`config.mk`:
```
export PLATFORM = sky130hd
export DESIGN_NAME = page_walker
export DESIGN_NICKNAME = d
export VERILOG_FILES = /design/src/rtl/page_walker.sv
export SDC_FILE = /design/constraint.sdc
export NUM_CORES = 1
export LEC_CHECK = 0
export BUFFER_PORTS_ARGS = -buffer_cell sky130_fd_sc_hd__buf_2
export CAP_MARGIN = 10
export CORE_MARGIN = 4
export CORE_UTILIZATION = 45
export CTS_CLUSTER_SIZE = 40
export DETAILED_ROUTE_END_ITERATION = 7
export PLACE_DENSITY = 0.79
export SYNTH_ARGS = -nofsm -noshare
export SYNTH_HDL_FRONTEND = slang
export SYNTH_SLANG_ARGS = --single-unit
```
`constraint.sdc`:
```
create_clock -name clk -period 3.2 [get_ports clk]
set_clock_uncertainty 0.1 [all_clocks]
set_input_delay 0.64 -clock clk [delete_from_list [all_inputs] [get_ports clk]]
set_output_delay 0.64 -clock clk [all_outputs]
set_load 0.1 [all_outputs]
```
`src/rtl/page_walker.sv`:
```
module page_walker (
  input  logic        clk,
  input  logic        rst_n,
  input  logic        base_we,
  input  logic [31:0] base_wdata,
  output logic        flush,
  input  logic        req_valid,
  input  logic [31:0] req_addr,
  input  logic        req_write,
  input  logic [1:0]  req_cpl,
  input  logic        wp_en,
  output logic        busy,
  output logic        mem_rd,
  output logic        mem_wr,
  output logic [31:0] mem_addr,
  output logic [31:0] mem_wdata,
  input  logic [31:0] mem_rdata,
  output logic        done,
  output logic        fault,
  output logic [2:0]  err_code,
  output logic [31:0] paddr,
  output logic [31:0] fault_addr
);
  localparam int B_P = 0, B_W = 1, B_U = 2, B_A = 5, B_D = 6;

  typedef enum logic [2:0] {S_IDLE, S_RDD, S_LDD, S_RDT, S_LDT, S_CHK, S_WBD, S_WBT} st_t;
  st_t state;

  logic [31:0] base, la, pde, pte;
  logic        wr_q, usr_q, wp_q;

  wire [31:0] dir_ptr = {base[31:12], la[31:22], 2'b00};
  wire [31:0] tbl_ptr = {pde[31:12], la[21:12], 2'b00};
  wire [31:0] pde_new = pde | (32'd1 << B_A);
  wire [31:0] pte_new = pte | (32'd1 << B_A) | (wr_q ? (32'd1 << B_D) : 32'd0);
  wire need_d = pde_new != pde;
  wire need_t = pte_new != pte;

  wire u_ok = !usr_q || (pde[B_U] && pte[B_U]);
  wire w_ok = !wr_q || (pde[B_W] && pte[B_W]) || (!usr_q && !wp_q);
  wire prot = !(u_ok && w_ok);

  wire go_flt = ((state == S_LDD || state == S_LDT) && !mem_rdata[B_P]) ||
                (state == S_CHK && prot);
  wire go_ok  = (state == S_CHK && !prot && !need_d && !need_t) ||
                (state == S_WBD && !need_t) || (state == S_WBT);

  assign busy      = state != S_IDLE;
  assign mem_rd    = state == S_RDD || state == S_RDT;
  assign mem_wr    = state == S_WBD || state == S_WBT;
  assign mem_addr  = (state == S_RDD || state == S_WBD) ? dir_ptr : tbl_ptr;
  assign mem_wdata = (state == S_WBD) ? pde_new : pte_new;

  always_ff @(posedge clk) begin
    if (!rst_n) begin
      state      <= S_IDLE;
      base       <= '0;
      flush      <= 1'b0;
      done       <= 1'b0;
      fault      <= 1'b0;
      err_code   <= '0;
      paddr      <= '0;
      fault_addr <= '0;
      la         <= '0;
      pde        <= '0;
      pte        <= '0;
      wr_q       <= 1'b0;
      usr_q      <= 1'b0;
      wp_q       <= 1'b0;
    end else begin
      flush <= base_we;
      if (base_we) base <= {base_wdata[31:12], 12'h000};
      done <= go_ok || go_flt;
      if (go_flt) begin
        fault      <= 1'b1;
        err_code   <= {usr_q, wr_q, state == S_CHK};
        fault_addr <= la;
      end else if (go_ok) begin
        fault    <= 1'b0;
        err_code <= '0;
        paddr    <= {pte[31:12], la[11:0]};
      end
      unique case (state)
        S_IDLE: if (req_valid) begin
          la    <= req_addr;
          wr_q  <= req_write;
          usr_q <= req_cpl == 2'd3;
          wp_q  <= wp_en;
          state <= S_RDD;
        end
        S_RDD: state <= S_LDD;
        S_LDD: begin
          pde   <= mem_rdata;
          state <= mem_rdata[B_P] ? S_RDT : S_IDLE;
        end
        S_RDT: state <= S_LDT;
        S_LDT: begin
          pte   <= mem_rdata;
          state <= mem_rdata[B_P] ? S_CHK : S_IDLE;
        end
        S_CHK: state <= prot ? S_IDLE : need_d ? S_WBD : need_t ? S_WBT : S_IDLE;
        S_WBD: state <= need_t ? S_WBT : S_IDLE;
        S_WBT: state <= S_IDLE;
        default: state <= S_IDLE;
      endcase
    end
  end
endmodule

```
==> impl_metrics.json <==
{
  "synth_edf_count": 0,
  "viasPerCell": 5.360,
  "cts-htree-levels": 4,
  "p_switching_mw": 1.924,
  "grt_pass1_wl_mm": 37.17,
  "worstReg2RegEnd": "fault",
  "drt_first_pass_iters": 5,
  "grt_antenna_before_repair": 2,
  "io_buffer_count": 225,
  "core_area_sq_mm": 0.01742,
  "timing.rr.start": "state[1]",
  "start_kind": "flip-flop",
  "outcome": "finished clean",
  "ys_ff_latch": 192,
  "final_common_cell": "nand2_1",
  "ys_seq_area_share_pct": 47.90,
  "cts_sinks": 192,
  "whs_path_depth": 3,
  "p_per_area_mw_per_mm2": 565.0,
  "vias": 7257,
  "grt_usage_pct": 22.86,
  "maxSlewViolCount": 0,
  "setup_violations": 0,
  "avgSynthCellArea_sq_um": 8.611,
  "worstSetupPathType": "reg -> out",
  "synth_compound_area_share_pct": 15.86,
  "pin_count": 241,
  "hold_path.class": "in -> reg",
  "maxSlewHeadroom_pct": 39.25,
  "grt.overflow.total": 0,
  "pwr-share-seq_pct": 44.0,
  "die_h_microns": 141.5,
  "async_flop_share_pct": 0,
  "swShare_pct": 33.02,
  "tightest_slew_ns": 0.9113,
  "p_comb_share_pct": 19.0,
  "final_cell_mix": "nand2_1 (273), dfxtp_1 (191), buf_2 (186)",
  "ir_worst_vdd_mv": 0.3688,
  "min_period_over_period_pct": 95.15,
  "hold_violations": 0,
  "synth_xor_area_share_pct": 0,
  "r2r_slack_ns": 0.88,
  "die_w_microns": 141.5,
  "drc_errors": 0,
  "hold_end": "la[0]",
  "yosysWarnings": 0,
  "start_util_pct": 46.08,
  "final_layout_size_suffix_gt1_share_pct": 28.37,
  "syn_area_sq_mm": 0.008025,
  "gp_congestion": 0.8592,
  "critPathArrivalTime_ns": 2.30,
  "root_buffer": "clkbuf_16",
  "cts_tree": "built",
  "ys.flop_type": "dfxtp_1",
  "hp-start": "req_addr[0]",
  "routed_wirelength_mm": 23.00,
  "numCtsBuffers": 17,
  "path_max_fanout": 20,
  "internal_power_mw": 3.904,
  "worst_setup_path_end_kind": "output pin",
  "leakagePower_nw": 4.212,
  "die_area_sq_mm": 0.02004,
  "grt_start_max_net_pins": 93,
  "row_count": 48,
  "post-route-min-period_ns": 3.045,
  "maxCapViolations": 0,
  "fin_util_pct": 59.23,
  "synthAdderAreaFrac_pct": 0,
  "synth_simple_gate_area_share_pct": 15.64,
  "final.setup.tns_ns": 0,
  "synth_top_family_by_area": "compound AO/OA/AOI/OAI gates",
  "grt_setup_unrepaired": "false",
  "syn_inst": 932,
  "layout.nets": 1219,
  "synth.mux.area_fraction_pct": 14.90,
  "reg2regPathDepth": 5,
  "cts.clk_slew.worst_paths_ns": 0.07,
  "timing.fmax_mhz": 328.4,
  "clock_path_buffers": 2,
  "drt_iter0_drc": 517,
  "antenna_left": 0,
  "power_frac_clock_pct": 37.0,
  "clock_latency_ns": 0.43,
  "post_drt_wl_per_cell_microns": 16.99,
  "required_ns": 2.46,
  "dpl.hpwl_mm": 15.66,
  "syn2layout_area_growth_pct": 28.55,
  "synth_cell_types": 45,
  "first_global_vias": 7280
}
-- flip-flops by register name, indices dropped and copies added, names as in the netlist --
| signal | flops |
|---|---|
| pde | 32 |
| la | 32 |
| flush | 1 |
| fault_addr | 32 |
| wp_q | 1 |
| pte | 32 |
| done | 1 |
| fault | 1 |
| wr_q | 1 |
| paddr | 32 |
| usr_q | 1 |
| err_code | 3 |
| base | 20 |
| state | 3 |
-- how the worst max path moves through the flow --
stage / startpoint / endpoint
5_1_grt: state[1] / mem_addr[14]
3_5_place_dp: state[1] / mem_wdata[7]
4_1_cts: state[1] / mem_addr[28]
6_report: state[1] / mem_addr[14]
2_1_floorplan: state[1] / mem_wdata[6]
3_3_place_gp: state[1] / mem_wdata[7]
-- cell families after synthesis --
kind of cell           Yosys count
AO/OA/AOI/OAI                  221
flip-flops                     192
other                            2
AND/OR/NAND/NOR                318
multiplexers                   112
buffers and inverters           87
-- through the flow --
step	instance area (sq um)	hold WS, ns	power [mW]	cells	setup WS (ns)
after floorplan	8029	0.3329	3.444	933	0.1727
after global placement	9684	0.3389	3.705	1321	0.3968
after detailed placement	9684	0.3448	3.721	1321	0.3664
after CTS	10310	0.3258	5.862	1353	0.001920
after global routing	10320	0.3224	6.054	1354	0.01082
final	10320	0.3432	5.828	1354	0.1552
-- power groups by stage --
stage	clock network [mW]	registers, mW	logic [mW]
floorplan	0	2.65	0.799
global route	2.30	2.58	1.18
CTS	2.19	2.56	1.11
global placement	0	2.61	1.09
detailed placement	0	2.62	1.10
finish	2.15	2.57	1.11
-- metal layers --
layer,wire (microns),GRT usage [%],vias up
li1,-,-,3519
met1,9573,28.46,3427
met2,11110,37.59,265
met3,1747,6.808,44
met4,557,8.384,2
met5,7,0,-
-- worst max-delay path, cell delays in order, from the launching register on --
cell and delay (ns):
dfxtp_2 0.39, nor2b_1 0.17, and2_2 0.22, nor2_4 0.11, buf_4 0.31, mux2_1 0.36
buf_2 0.29
-- Yosys cell counts (2+ instances only) --
master / count / area [sq um]
a21oi_1: 134 / 670.6
clkbuf_1: 43 / 161.4
inv_2: 3 / 11.26
o211ai_1: 32 / 240.2
a211o_1: 2 / 17.52
o21ai_0: 8 / 40.04
a31oi_1: 3 / 18.77
buf_2: 22 / 110.1
dfxtp_1: 192 / 3844
nor2_1: 26 / 97.59
nor3_1: 2 / 10.01
mux2_2: 30 / 337.8
nand2_1: 273 / 1025
o22ai_1: 2 / 12.51
nand2b_1: 3 / 18.77
buf_4: 10 / 75.07
buf_6: 2 / 22.52
mux2i_1: 52 / 520.5
inv_1: 3 / 11.26
conb_1: 2 / 7.510
o2111ai_1: 2 / 17.52
o21ai_1: 28 / 140.1
buf_12: 2 / 40.04
mux2_1: 30 / 337.8
nand3_1: 3 / 15.01
and2_1: 4 / 25.02
-- timing repair --
action / in CTS / in global routing
setup endpoints to repair: 30 / 61
endpoints found under the hold margin: 0 / 0
gates resized for setup: 7 / 1
setup buffers: 0 / 0
hold buffers: 0 / 0
-- cell type report --
type / count / area [sq um]
repair buffers: 244 / 1795
well taps: 225 / 281.5
clock buffers: 18 / 439.2
multi-input cells: 654 / 3757
fillers: 1514 / 7101
diodes: 1 / 2.502
inverters: 6 / 25.02
flip-flops and latches: 192 / 3845
clock inverters: 14 / 170.2
No activity file was read; power rests on OpenSTA's default activity.
